## src/rtl/hwlock_pkg.sv

```systemverilog
package hwlock_pkg;
  localparam int unsigned DATA_W         = 32;
  localparam int unsigned LOCK_BASE_WORD = 'h40;
  localparam int unsigned CODE_LSB       = 28;

  typedef enum logic [1:0] {
    SEL_NONE   = 2'd0,
    SEL_STATUS = 2'd1,
    SEL_LOCK   = 2'd2
  } sel_e;

  function automatic logic [3:0] count_code(input int unsigned n);
    case (n)
      32:      return 4'd1;
      64:      return 4'd2;
      128:     return 4'd3;
      256:     return 4'd4;
      default: return 4'd0;
    endcase
  endfunction
endpackage

```

## src/rtl/hwlock_decode.sv

```systemverilog
module hwlock_decode
  import hwlock_pkg::*;
#(
  parameter int unsigned NUM_LOCKS = 32,
  parameter int unsigned ADDR_W    = 12,
  localparam int unsigned IDX_W    = $clog2(NUM_LOCKS),
  localparam int unsigned WORD_W   = ADDR_W - 2
) (
  input  logic [WORD_W-1:0] word_addr,
  input  logic              rd,
  input  logic              wr,
  input  logic [DATA_W-1:0] wdata,
  output sel_e              sel,
  output logic [IDX_W-1:0]  idx,
  output logic              acq_en,
  output logic              rel_en
);
  logic [WORD_W-1:0] lock_off;
  logic              in_lock;
  logic [WORD_W-1:0] unused_off_hi;

  always_comb begin
    lock_off = word_addr - WORD_W'(LOCK_BASE_WORD);
    in_lock  = (word_addr >= WORD_W'(LOCK_BASE_WORD)) &&
               (lock_off < WORD_W'(NUM_LOCKS));
    idx      = lock_off[IDX_W-1:0];
    if (word_addr == '0)  sel = SEL_STATUS;
    else if (in_lock)     sel = SEL_LOCK;
    else                  sel = SEL_NONE;
    acq_en = rd && in_lock;
    rel_en = wr && !rd && in_lock && (wdata == '0);
  end

  assign unused_off_hi = lock_off >> IDX_W;
endmodule

```

## src/rtl/hwlock_flags.sv

```systemverilog
module hwlock_flags #(
  parameter int unsigned NUM_LOCKS = 32,
  localparam int unsigned IDX_W    = $clog2(NUM_LOCKS)
) (
  input  logic                 clk,
  input  logic                 rst_n,
  input  logic                 acq_en,
  input  logic                 rel_en,
  input  logic [IDX_W-1:0]     idx,
  output logic [NUM_LOCKS-1:0] lock_vec
);
  logic [NUM_LOCKS-1:0] lock_d;
  logic [NUM_LOCKS-1:0] lock_en;

  for (genvar g = 0; g < NUM_LOCKS; g++) begin : g_lock
    always_comb begin
      lock_en[g] = (acq_en || rel_en) && (idx == IDX_W'(g));
      lock_d[g]  = acq_en;
    end

    always_ff @(posedge clk or negedge rst_n) begin
      if (!rst_n)          lock_vec[g] <= 1'b0;
      else if (lock_en[g]) lock_vec[g] <= lock_d[g];
    end
  end


  acquire_sets_chk: assert property (@(posedge clk) disable iff (!rst_n)
    acq_en |=> lock_vec[$past(idx)]);

  release_clears_chk: assert property (@(posedge clk) disable iff (!rst_n)
    (rel_en && !acq_en) |=> !lock_vec[$past(idx)]);
endmodule

```

## src/rtl/hwlock_readback.sv

```systemverilog
module hwlock_readback
  import hwlock_pkg::*;
#(
  parameter logic [DATA_W-1:0] STATUS_WORD = '0
) (
  input  logic              clk,
  input  logic              rst_n,
  input  logic              rd,
  input  sel_e              sel,
  input  logic              taken,
  output logic [DATA_W-1:0] rdata
);
  logic [DATA_W-1:0] rdata_d;

  always_comb begin
    rdata_d = '0;
    if (rd) begin
      case (sel)
        SEL_STATUS: rdata_d = STATUS_WORD;
        SEL_LOCK:   rdata_d = {{(DATA_W-1){1'b0}}, taken};
        default:    rdata_d = '0;
      endcase
    end
  end

  always_ff @(posedge clk or negedge rst_n) begin
    if (!rst_n) rdata <= '0;
    else        rdata <= rdata_d;
  end


  idle_rdata_zero_chk: assert property (@(posedge clk) disable iff (!rst_n)
    !rd |=> (rdata == '0));
endmodule

```

## src/rtl/hwlock_bank.sv

```systemverilog
module hwlock_bank
  import hwlock_pkg::*;
#(
  parameter int unsigned NUM_LOCKS = 32,
  parameter int unsigned ADDR_W    = 12
) (
  input  logic              clk,
  input  logic              rst_n,
  input  logic [ADDR_W-1:0] bus_addr,
  input  logic              bus_rd,
  input  logic              bus_wr,
  input  logic [31:0]       bus_wdata,
  output logic [31:0]       bus_rdata
);
  localparam int unsigned IDX_W  = $clog2(NUM_LOCKS);
  localparam int unsigned WORD_W = ADDR_W - 2;
  localparam logic [3:0]  CODE   = count_code(NUM_LOCKS);
  localparam logic [DATA_W-1:0] STATUS_WORD = DATA_W'(CODE) << CODE_LSB;

  if (CODE == 4'd0) begin : g_bad_count
    $error("hwlock_bank: NUM_LOCKS must be 32, 64, 128 or 256");
  end

  sel_e                 sel;
  logic [IDX_W-1:0]     idx;
  logic                 acq_en;
  logic                 rel_en;
  logic [NUM_LOCKS-1:0] lock_vec;
  logic                 taken;
  logic [1:0]           unused_low_bits;

  assign unused_low_bits = bus_addr[1:0];
  assign taken           = lock_vec[idx];

  hwlock_decode #(.NUM_LOCKS(NUM_LOCKS), .ADDR_W(ADDR_W)) u_decode (
    .word_addr (bus_addr[ADDR_W-1:2]),
    .rd        (bus_rd),
    .wr        (bus_wr),
    .wdata     (bus_wdata),
    .sel       (sel),
    .idx       (idx),
    .acq_en    (acq_en),
    .rel_en    (rel_en)
  );

  hwlock_flags #(.NUM_LOCKS(NUM_LOCKS)) u_flags (
    .clk      (clk),
    .rst_n    (rst_n),
    .acq_en   (acq_en),
    .rel_en   (rel_en),
    .idx      (idx),
    .lock_vec (lock_vec)
  );

  hwlock_readback #(.STATUS_WORD(STATUS_WORD)) u_readback (
    .clk   (clk),
    .rst_n (rst_n),
    .rd    (bus_rd),
    .sel   (sel),
    .taken (taken),
    .rdata (bus_rdata)
  );


  status_word_chk: assert property (@(posedge clk) disable iff (!rst_n)
    (bus_rd && bus_addr[ADDR_W-1:2] == '0) |=> (bus_rdata == STATUS_WORD));

  held_read_stable_chk: assert property (@(posedge clk) disable iff (!rst_n)
    (bus_rd && sel == SEL_LOCK && taken) |=> ($stable(lock_vec) && bus_rdata == 32'd1));

  nonzero_write_ignored_chk: assert property (@(posedge clk) disable iff (!rst_n)
    (bus_wr && !bus_rd && bus_wdata != '0) |=> $stable(lock_vec));

  unmapped_read_chk: assert property (@(posedge clk) disable iff (!rst_n)
    (bus_rd && sel == SEL_NONE) |=> (bus_rdata == '0 && $stable(lock_vec)));

  single_change_chk: assert property (@(posedge clk) disable iff (!rst_n)
    $countones(lock_vec ^ $past(lock_vec)) <= 1);
endmodule

```

## config.mk

```make
export PLATFORM = sky130hd
export DESIGN_NAME = hwlock_bank
export DESIGN_NICKNAME = d
export VERILOG_FILES = /design/src/rtl/hwlock_pkg.sv /design/src/rtl/hwlock_decode.sv /design/src/rtl/hwlock_flags.sv /design/src/rtl/hwlock_readback.sv /design/src/rtl/hwlock_bank.sv
export SDC_FILE = /design/constraint.sdc
export NUM_CORES = 1
export LEC_CHECK = 0
export BUFFER_PORTS_ARGS = -buffer_cell sky130_fd_sc_hd__buf_2
export CAP_MARGIN = 40
export CORE_MARGIN = 1.5
export CORE_UTILIZATION = 50
export CTS_CLUSTER_SIZE = 30
export DETAILED_ROUTE_END_ITERATION = 16
export PLACE_DENSITY = 0.78
export SLEW_MARGIN = 0
export SYNTH_ARGS = -nofsm -noshare
export SYNTH_HDL_FRONTEND = slang
export SYNTH_SLANG_ARGS = --single-unit
```

## constraint.sdc

```tcl
create_clock -name clk -period 1.9 [get_ports clk]
set_input_delay 0.19 -clock clk [delete_from_list [all_inputs] [get_ports clk]]
set_output_delay 0.19 -clock clk [all_outputs]
set_load 0.02 [all_outputs]
```

== Word-level counts from Yosys, hierarchy flattened ==
Cells that the tools add are included.
Widths: inputs -> output; s select.

* Bitwise gates (word level): 0
* $lt $le $gt $ge: 3
* Add/sub/neg operators: 1
* Reductions and logical operators: 42
* Multipliers: 0
* Eq/ne operators: 33
* Shifts and indexed selects: 0
* Mux-type cells: 6
* Divide/modulo/power cells: 0

{| class="wikitable"
|+ Operator list
! cell !! count
|-
| $eq 5x5->1 const B || 16
|-
| $pmux 29 s2 || 1
|-
| $eq 5x4->1 const B || 8
|-
| $logic_and 1x1->1 || 37
|-
| $logic_not 32->1 || 1
|-
| $mux 29 || 1
|-
| $eq 5x3->1 const B || 4
|-
| $eq 5x2->1 const B || 2
|-
| $ge 10x7->1 const B || 1
|-
| $logic_not 10->1 || 1
|-
| $lt 10x6->1 const B || 1
|-
| $sub 10x7->10 const B || 1
|-
| $lt 5x6->1 const B || 1
|-
| $bmux 1 s5 || 1
|-
| $eq 5x1->1 const B || 1
|-
| $logic_not 5->1 || 1
|-
| $mux 2 || 2
|-
| $eq 2x1->1 const B || 1
|-
| $eq 2x2->1 const B || 1
|-
| $logic_not 1->1 || 1
|-
| $logic_or 1x1->1 || 1
|-
| $mux 1 || 1
|}

* Bits in latches: 0
* Memory bits (read-only): 0
* Bits in writable memories: 0
* Logic and storage cells: 118
* Memories kept: 0
* Bits in registers: 64

== Longest topological paths before layout ==
Gate-level depths: netlist (run 1).

* Depth after elaboration: 8
* Depth in mapped cells: 7

== Cells and area by module ==
Synthesis (run 1) repeated with hierarchy kept, for this count alone.

* Cells, all modules: 225
* Area total of the unflattened synthesis: 2,449.8 um2

{| class="wikitable"
|+ By module, submodules not included
! module !! times used !! area an instance (um2) !! cells an instance !! sequential area each (um2)
|-
| hwlock_flags || 1 || 1,647.8 || 125 || 800.8
|-
| hwlock_bank || 1 || 325.3 || 41 || 0.0
|-
| hwlock_readback || 1 || 299.0 || 35 || 50.0
|-
| hwlock_decode || 1 || 177.7 || 24 || 0.0
|}

== Least setup slack after synthesis (run 1) ==
OpenSTA, ideal clock, no wires.

* Path kind: input to register
* From: input bus_wdata[11]
* To: register u_flags.lock_vec[10]
* Required time: 1.768 ns
* Arrival time: 1.298 ns
* Library setup time: 0.132 ns
* Path slack: 0.469 ns
* Stages: 5
* Cells stage by stage: nor4_1 > nand4_2 > buf_6 > o41ai_2 > o21ai_1

* Longest elaborated chain between the ends: 4

{| class="wikitable"
|+ Ends and longest elaborated chain
! item !! RTL line !! source
|-
| start: declaration || hwlock_bank.sv:12 || <nowiki>input logic [31:0] bus_wdata,</nowiki>
|-
| $logic_not 32->1 || hwlock_decode.sv:31 || <nowiki>rel_en = wr && !rd && in_lock && (wdata == '0);</nowiki>
|-
| $logic_and 1x1->1 || hwlock_decode.sv:31 ||
|-
| $logic_or 1x1->1 || hwlock_flags.sv:17 || <nowiki>lock_en[g] = (acq_en || rel_en) && (idx == IDX_W'(g));</nowiki>
|-
| $logic_and 1x1->1 || hwlock_flags.sv:17 ||
|-
| end signal: indexed assignment || hwlock_flags.sv:23 || <nowiki>else if (lock_en[g]) lock_vec[g] <= lock_d[g];</nowiki>
|-
| end: declaration || hwlock_flags.sv:10 || <nowiki>output logic [NUM_LOCKS-1:0] lock_vec</nowiki>
|}

Every way passes these cells.
A chain may end at the register's enable or synchronous reset.

== Worst setup path in the final report (run 1) ==
* From: register u_flags.lock_vec[9]
* To: register u_readback.rdata[0]

* Longest elaborated chain between the ends: 4

{| class="wikitable"
|+ Ends and longest elaborated chain
! item !! RTL line !! source
|-
| $bmux 1 s5 || hwlock_bank.sv:33 || <nowiki>assign taken = lock_vec[idx];</nowiki>
|-
| $mux 1 (not written as such) || hwlock_bank.sv:33 ||
|-
| $pmux 29 s2 || hwlock_readback.sv:18 || <nowiki>case (sel)</nowiki>
|-
| $mux 29 || hwlock_readback.sv:17 || <nowiki>if (rd) begin</nowiki>
|-
| net u_readback.rdata_d[0] || hwlock_readback.sv:13 || <nowiki>logic [DATA_W-1:0] rdata_d;</nowiki>
|-
| end signal: assignment || hwlock_readback.sv:28 || <nowiki>else rdata <= rdata_d;</nowiki>
|-
| end: declaration || hwlock_readback.sv:11 || <nowiki>output logic [DATA_W-1:0] rdata</nowiki>
|}

The timed path passes the listed nets, and every way through them passes these cells. The select of a mux whose other input is x is not followed.

==> results of run 1 <==
==> logic make-up (layout without fill, tap and decap cells) <==
family          Yosys count  in the layout  synth area share
flops                    34             34             0.327
mux                      13             13            0.0885
buf+inv                  58             70             0.144
simple gates             79             79             0.176
other cells               1             30           0.00144
compound gates           66             66             0.262
==> area by class of cell <==
type,count,area [um2],share of cell area
multi-input cells,188,1480,0.511
flip-flops and latches,34,851,0.293
repair buffers,61,380,0.131
well taps,70,87.6,0.0302
clock buffers,6,82.6,0.0285
clock inverters,2,12.5,0.00431
inverters,1,3.75,0.00129
==> metrics by stage <==
stage | setup slack [ns] | utilization | std cells
after CTS | 0.464 | 0.571 | 362
final | 0.470 | 0.571 | 362
after floorplan | 0.469 | - | 280
after detailed placement | 0.192 | 0.551 | 353
after global routing | 0.400 | 0.571 | 362
after global placement | 0.199 | 0.551 | 353
==> sequential cells by signal, indices dropped and copies added, names as in the netlist <==
signal and flops:
u_flags.lock_vec 32, u_readback.rdata 2
==> synth_stat cells <==
library cell and number:
dfrtp_1 34, nor3_1 1, o21ai_1 30, nand3_1 19
o21ai_0 2, conb_1 1, o211a_1 1, nor4_4 1
o41ai_1 2, nor4_1 6, and2_1 1, buf_4 31
inv_1 1, mux4_2 8, nor2_1 3, clkbuf_1 7
nand4_2 1, nand2b_1 3, and3_2 1, nor2b_1 4
a31oi_1 1, nand3b_1 1, nand2_1 23, buf_6 3
nand4_1 4, buf_2 15, or2_2 3, nor4_2 1
nand4b_1 2, o41ai_2 30, buf_1 1, mux2i_1 5
nor4bb_1 5
==> report_power, final <==
| group | switching [mW] | leakage (nW) | internal [mW] | total (mW) |
|---|---|---|---|---|
| Sequential | 0.0139 | 0.472 | 0.742 | 0.756 |
| Combinational | 0.170 | 0.616 | 0.100 | 0.270 |
| Clock | 0.278 | 0.0472 | 0.291 | 0.570 |
==> worst reg2reg max path: stages (launching register included) <==
cell	delay (ns)
dfrtp_1	0.40
mux4_2	0.49
mux2i_1	0.14
mux2i_1	0.08
o211a_1	0.21
==> per-layer routing <==
metal	vias to the layer above	GRT usage	wire length (um)
met5	-	0	0
met4	0	0.0828	72
met3	8	0.0455	480
met2	104	0.378	2790
met1	987	0.311	2550
li1	978	-	-
==> how the worst max path moves through the flow <==
stage / depth (start not counted) / startpoint / end / slack, ns
global placement: 5 / bus_addr[2] / u_readback.rdata[0]$_DFF_PN0_ / 0.20
global route: 5 / bus_addr[2] / u_readback.rdata[0]$_DFF_PN0_ / 0.40
finish: 4 / u_flags.lock_vec[9]$_DFFE_PN0P_ / u_readback.rdata[0]$_DFF_PN0_ / 0.47
detailed placement: 5 / bus_addr[2] / u_readback.rdata[0]$_DFF_PN0_ / 0.19
floorplan: 5 / bus_wdata[11] / u_flags.lock_vec[10]$_DFFE_PN0P_ / 0.47
CTS: 4 / u_flags.lock_vec[26]$_DFFE_PN0P_ / u_readback.rdata[0]$_DFF_PN0_ / 0.46
==> results.toml, run 1 <==
[min_path]
hold_depth = 3
hold_class = "in2reg"
hp-start = "bus_rd"
hold_path_end = "u_readback.rdata[28]$_DFF_PN0_"

[critical_path]
cpMostUsedCell = "mux2i_1"
crit_type = "reg2reg"
r2r-start = "u_flags.lock_vec[9]$_DFFE_PN0P_"
path_cells = "mux4_2 -> mux2i_1 -> mux2i_1 -> o211a_1"
cp_slowest_cell = "mux4_2"
crit_family = "multiplexers"
critPathMaxStageDelay_ns = 0.49
ff2ff_path_depth = 4
cp-end-kind = "register"
critPathBufInv = 0
r2r_end = "u_readback.rdata[0]$_DFF_PN0_"
reg2reg_slack_ns = 0.47
required_ns = 2.08
worstPathArrival_ns = 1.62
critPathMaxFanout = 2
start_kind = "register"

[yosys]
syn_area_um2 = 2600
synth_cell_type_count = 33
synth.area.top_cells = "dfrtp_1 33%, o41ai_2 19%, buf_4 9.0%"
seq_area_frac_synth = 0.327
synth_top_area_cell = "dfrtp_1"
synthCells = 251
yosys_warnings = 0
synth_area_per_cell_um2 = 10.4
synth_top_cell_area_share = 0.327
ys_seq_elements = 34

[drt]
postRouteAntennaNets = 0
dr.pass1.iters = 4
drt-total-wl_mm = 5.89
viasPerCell = 5.74
drc = 0
drt_iter0_markers = 193
vias = 2077
wl_per_cell_um = 16.3

[timing]
post-route-period-util = 0.753
clock_skew_ns = 0.00566
maxSlewHeadroom = 0.487
slew_viol_final = 0
final.setup.tns_ns = 0
tightestPinTransition_ns = 0.770
finalSetupViolations = 0
final_hold_viol_count = 0
grt_setup_unrepaired = "false"
hold_slack_ns = 0.157
fmax_ghz = 0.699
period_needed_ns = 1.43

[placement]
place_area_um2 = 2800
hpwl_mm = 3.93
portBuffers = 47
gp_congestion = 0.825

[clock_tree]
cts_sinks = 34
clkLatencyLatePin_ns = 0.29
post_cts_resized = 0
cts_buffers = 5
clk_path_buf_depth = 2
cts_tree = "done"
post_cts_buffers = 0
holdBufCountCts = 1
path_clk_slew_ns = 0.07
clock-root-buffer = "clkbuf_8"
htree_levels = 2

[floorplanning]
die_area_um2 = 5640
core_area_um2 = 5070
die_y_um = 75.1
die_x_um = 75.1
floorplan.initialDensity = 0.512
rows = 26
ios = 80

[run]
cap_violations = 0

[final_layout]
areaGrowthSynthToFinish_pct = 11.5
layout_commonest_cell = "buf_2"
final_area_um2 = 2900
fill_cells = 433
drive_gt1_frac = 0.387
fin_nets = 339
layout_common_cells = "47 x buf_2, 34 x dfrtp_1, 30 x o41ai_2, 30 x o21ai_1, 30 x conb_1"
n_antenna_cell = 0

[power]
power.total_mw = 1.60
p_leak_nw = 1.14
power.density_nw_per_um2 = 550
ir_drop_mv = 0.455

[status]
status = "finished clean"

[global_route]
grt_pass1_vias = 2035
gr-total-overflow = 0
grt_usage = 0.232
grt_max_degree = 35
antenna_found_initial = 0
grt_pass1_wl_mm = 9.65
Note: power is estimated with default switching activity, not from simulation.
==> run 2, diff against run 1 <==
Settings changed: CORE_UTILIZATION 50 to 47, PLACE_DENSITY 0.78 to 0.77.
Clock period 1.9 ns to 1.3 ns, I/O delays scaled along.
==> run 2 against run 1 <==
The flow now finishes with violations (negative setup slack). Non-clock buffer count is 52 higher. Final cell count increased by 14%. First-iteration DRC count up 14%. Sequential share of layout area decreased by 5.3 points. Setup slack worse by 0.64 ns. Clock power is 45% higher. Sequential power up 46%. Critical path type unchanged. Critical endpoint unchanged.
==> results.toml, run 2 (synthesized netlist as in run 1, its figures left out) <==
[final_layout]
n_antenna_cell = 0
largest_registers = "u_flags.lock_vec x32, u_readback.rdata x2"
layout_common_cells = "55 x buf_4, 42 x buf_2, 34 x dfrtp_1"
final_area_um2 = 3550
fin_nets = 391
largest_reg_flops = 32
largest_register = "u_flags.lock_vec"
drive_gt1_frac = 0.503
areaGrowthSynthToFinish_pct = 36.4
fill_cells = 411
instances_no_fill = 414
layout_commonest_cell = "buf_4"

[drt]
viasPerCell = 5.83
postRouteAntennaNets = 0
vias = 2415
drt-total-wl_mm = 7.59
drt_iter0_markers = 220
drc = 0
wl_per_cell_um = 18.3
dr.pass1.iters = 5

[timing]
setup_ws_ns = -0.166
final_hold_viol_count = 0
post-route-period-util = 1.13
slew_viol_final = 0
hold_slack_ns = 0.213
finalSetupViolations = 4
fmax_ghz = 0.682
grt_setup_unrepaired = "true"
period_needed_ns = 1.47
clock_skew_ns = 0.00781

[floorplanning]
ios = 80
floorplan.initialDensity = 0.500
die_x_um = 77.4
die_y_um = 77.4
core_area_um2 = 5200
die_area_um2 = 5990
rows = 26

[global_route]
grt_pass1_wl_mm = 10.8
antenna_found_initial = 0
gr-total-overflow = 0
grt_usage = 0.229
grt_max_degree = 33
grt_pass1_vias = 2192

[clock_tree]
clkLatencyLatePin_ns = 0.29
cts_sinks = 34
path_clk_slew_ns = 0.07
htree_levels = 2
clock-root-buffer = "clkbuf_8"
clk_path_buf_depth = 2
cts_buffers = 5
cts_tree = "done"

[critical_path]
crit_start = "u_flags.lock_vec[28]$_DFFE_PN0P_"
start_kind = "register"
critPathMaxStageDelay_ns = 0.48
critPathMaxFanout = 2
cp-end-kind = "register"
cp_slowest_cell = "mux4_2"
reg2reg_slack_ns = -0.17
worstPathArrival_ns = 1.66
r2r-start = "u_flags.lock_vec[28]$_DFFE_PN0P_"
ff2ff_path_depth = 4
path_cells = "mux4_2 -> mux2i_2 -> nand3_1 -> o211a_1"
r2r_end = "u_readback.rdata[0]$_DFF_PN0_"
crit_type = "reg2reg"
required_ns = 1.49

[power]
p_leak_nw = 1.47
ir_drop_mv = 0.399
power.density_nw_per_um2 = 694

[placement]
post-place-ws_ns = -0.274
gp_congestion = 0.870
portBuffers = 47
place_area_um2 = 3190
hpwl_mm = 4.72
place_inst = 396

[min_path]
hold_class = "in2reg"
hold_depth = 4
hp-start = "bus_addr[8]"
hold_path_end = "u_readback.rdata[28]$_DFF_PN0_"

[status]
status = "finished with violations"
violations = "negative setup slack"

[run]
cap_violations = 0
-- run 2: cell types whose count changed in the layout (fill, tap and decap cells not counted), sizes merged --
cell	before	now
buf	60	109
clkinvlp	1	0
clkbuf	6	10
-- run 2: per-layer routing --
metal | wire length [um] | share of wire | track usage | vias to the layer above
li1 | - | - | - | 1083
met1 | 3040 | 0.40 | 0.310 | 1161
met2 | 3700 | 0.49 | 0.378 | 146
met3 | 610 | 0.080 | 0.0435 | 25
met4 | 232 | 0.031 | 0.0600 | 0
met5 | 0 | 0 | 0 | -
-- run 2: how the worst max path moves through the flow --
stage                                            end  slack, ns  cells past startpoint
floorplan              u_readback.rdata[0]$_DFF_PN0_      -0.03                      4
global route           u_readback.rdata[0]$_DFF_PN0_      -0.21                      4
CTS                    u_readback.rdata[0]$_DFF_PN0_      -0.13                      4
global placement       u_readback.rdata[0]$_DFF_PN0_      -0.25                      5
finish                 u_readback.rdata[0]$_DFF_PN0_      -0.17                      4
detailed placement  u_flags.lock_vec[19]$_DFFE_PN0P_      -0.27                      6
-- run 2: power breakdown --
part	switching, mW	internal [mW]	leakage (nW)
clock	0.401	0.427	0.0482
sequential	0.0201	1.08	0.472
combinational	0.295	0.234	0.954
total	0.716	1.75	1.47
-- run 2: layout make-up --
class	count	area (um2)	area share
inverter	1	3.75	0.00106
timing repair buffer	113	873	0.246
multi-input combinational	188	1640	0.462
clock inverter	1	5.00	0.00141
clock buffer	7	86.3	0.0243
sequential	34	851	0.240
tap	70	87.6	0.0247
-- run 2: through the flow --
stage | power [mW] | TNS [ns] | utilization
floorplan | 1.45 | -0.852 | -
global placement | 1.60 | -5.76 | 0.613
detailed placement | 1.61 | -7.20 | 0.613
CTS | 2.43 | -0.131 | 0.636
global route | 2.56 | -0.817 | 0.681
finish | 2.46 | -0.186 | 0.681
-- run 2: timing repair --
item | in CTS | in global routing
gates resized for setup | 1 | 25
hold buffers | 1 | 0
pin swaps | 1 | 23
setup endpoints to repair | 1 | 13
setup buffers | 2 | 4
endpoints found under the hold margin | 16 | 0
cloned | 0 | 3
-- run 2: critical path, delay by kind of cell (launching register included) --
| kind | cells | cell delay [ns] |
|---|---|---|
| and+or+nand+nor | 1 | 0.13 |
| DFF | 1 | 0.41 |
| muxes | 2 | 0.69 |
| AOI/OAI and AO/OA | 1 | 0.14 |
==> run 3, diff against run 2 <==
Settings changed: ABC_CLOCK_PERIOD_IN_PS set to 1300, SETUP_SLACK_MARGIN set to 0.5.
==> run 3 against run 2 <==
The flow still finishes with violations (negative setup slack). Power increased by 0.47%. Routed wire length increased by 30%. Clock-buffer cell count unchanged. Final cell count increased by 4.3%. Highest routed layer unchanged. Setup slack got worse by 0.051 ns. Largest cell class unchanged.
==> results.toml, run 3 (synthesized netlist as in run 1, its figures left out) <==
[status]
status = "finished with violations"
violations = "negative setup slack"

[clock_tree]
path_clk_slew_ns = 0.07
cts_sinks = 34
clkLatencyLatePin_ns = 0.29
htree_levels = 2
clk_path_buf_depth = 2
clock-root-buffer = "clkbuf_8"
cts_buffers = 5
cts_tree = "done"

[floorplanning]
floorplan.initialDensity = 0.500
rows = 26
die_x_um = 77.4
die_y_um = 77.4
core_area_um2 = 5200
die_area_um2 = 5990
ios = 80

[global_route]
grt_max_degree = 35
grt_pass1_vias = 2501
grt_usage = 0.299
grt_pass1_wl_mm = 13.5
gr-total-overflow = 0
antenna_found_initial = 0

[timing]
post-route-period-util = 1.17
clock_skew_ns = 0.00527
slew_viol_final = 0
period_needed_ns = 1.52
setup_ws_ns = -0.217
finalSetupViolations = 26
grt_setup_unrepaired = "true"
fmax_ghz = 0.659
final_hold_viol_count = 0

[final_layout]
largest_reg_flops = 32
largest_register = "u_flags.lock_vec"
fill_cells = 301
layout_commonest_cell = "buf_4"
layout_common_cells = "58 x buf_4, 35 x buf_2, 34 x dfrtp_1"
n_antenna_cell = 0
drive_gt1_frac = 0.544
areaGrowthSynthToFinish_pct = 54.1
final_area_um2 = 4010
largest_registers = "u_flags.lock_vec x32, u_readback.rdata x2"
fin_nets = 410

[drt]
wl_per_cell_um = 22.9
vias = 2681
postRouteAntennaNets = 0
drc = 0
drt-total-wl_mm = 9.88
drt_iter0_markers = 390
viasPerCell = 6.21
dr.pass1.iters = 5

[placement]
gp_congestion = 0.836
post-place-ws_ns = -0.297
hpwl_mm = 4.61
place_area_um2 = 3180
portBuffers = 47

[critical_path]
required_ns = 1.48
cp-end-kind = "register"
worstPathArrival_ns = 1.70
start_kind = "register"
crit_type = "reg2reg"
path_cells = "mux4_2 -> mux2i_1 -> a31oi_1 -> o211a_1"
critPathMaxStageDelay_ns = 0.48
cp_slowest_cell = "mux4_2"
critPathMaxFanout = 2

[power]
p_leak_nw = 1.66
power.density_nw_per_um2 = 617
ir_drop_mv = 0.431
power.total_mw = 2.47

[run]
cap_violations = 0

[min_path]
hold_class = "in2reg"
-- run 3: timing repair --
action	CTS	global route
cloned	6	0
hold endpoints to repair	34	0
endpoints found under the setup margin	36	70
hold buffers	1	0
resized for setup	39	30
setup buffers	10	12
pin swaps	39	12
-- run 3: per-layer routing --
| metal | GRT usage | wire, um | vias up |
|---|---|---|---|
| li1 | - | - | 1123 |
| met1 | 0.368 | 3530 | 1285 |
| met2 | 0.498 | 4830 | 223 |
| met3 | 0.0671 | 980 | 50 |
| met4 | 0.136 | 541 | 0 |
| met5 | 0 | 0 | - |
-- run 3: path summary, 6_finish.rpt --
kind                                                          to  depth (start not counted)                             start  slack, ns
min in group asynchronous       u_flags.lock_vec[14]$_DFFE_PN0P_                          3                             rst_n       0.34
worst min-delay path              u_readback.rdata[28]$_DFF_PN0_                          4                       bus_addr[8]       0.27
max in group asynchronous        u_flags.lock_vec[4]$_DFFE_PN0P_                          3                             rst_n       0.70
worst max-delay path               u_readback.rdata[0]$_DFF_PN0_                          4   u_flags.lock_vec[5]$_DFFE_PN0P_      -0.22
worst min register to register  u_flags.lock_vec[27]$_DFFE_PN0P_                          2  u_flags.lock_vec[27]$_DFFE_PN0P_       0.54
worst max register to register     u_readback.rdata[0]$_DFF_PN0_                          4   u_flags.lock_vec[5]$_DFFE_PN0P_      -0.22
-- run 3: layout make-up --
type | instances | area, um2 | share of cell area
multi-input cells | 188 | 1760 | 0.439
repair buffers | 132 | 1230 | 0.306
flip-flops and latches | 34 | 851 | 0.212
well taps | 70 | 87.6 | 0.0219
clock buffers | 7 | 76.3 | 0.0190
inverters | 1 | 7.51 | 0.00187
-- run 3: worst max-delay path: cells and delay by family (launching register included) --
family | cells | cell delay, ns
mux | 2 | 0.70
flops | 1 | 0.43
compound gates | 2 | 0.27
-- run 3: power breakdown --
group	switching [mW]	total (mW)	internal (mW)	leakage, nW
logic	0.332	0.607	0.274	1.15
clock network	0.390	0.759	0.369	0.0383
registers	0.0237	1.11	1.08	0.472
total	0.746	2.47	1.73	1.66
-- run 3: stage by stage --
stage / setup TNS, ns / std cells / hold WS, ns / util
4_1_cts: -0.349 / 420 / 0.194 / 0.713
2_1_floorplan: -0.852 / 280 / -0.166 / -
3_5_place_dp: -7.81 / 396 / 0.192 / 0.611
5_1_grt: -3.38 / 432 / 0.286 / 0.770
3_3_place_gp: -6.35 / 396 / 0.190 / 0.611
6_report: -1.74 / 432 / 0.265 / 0.770
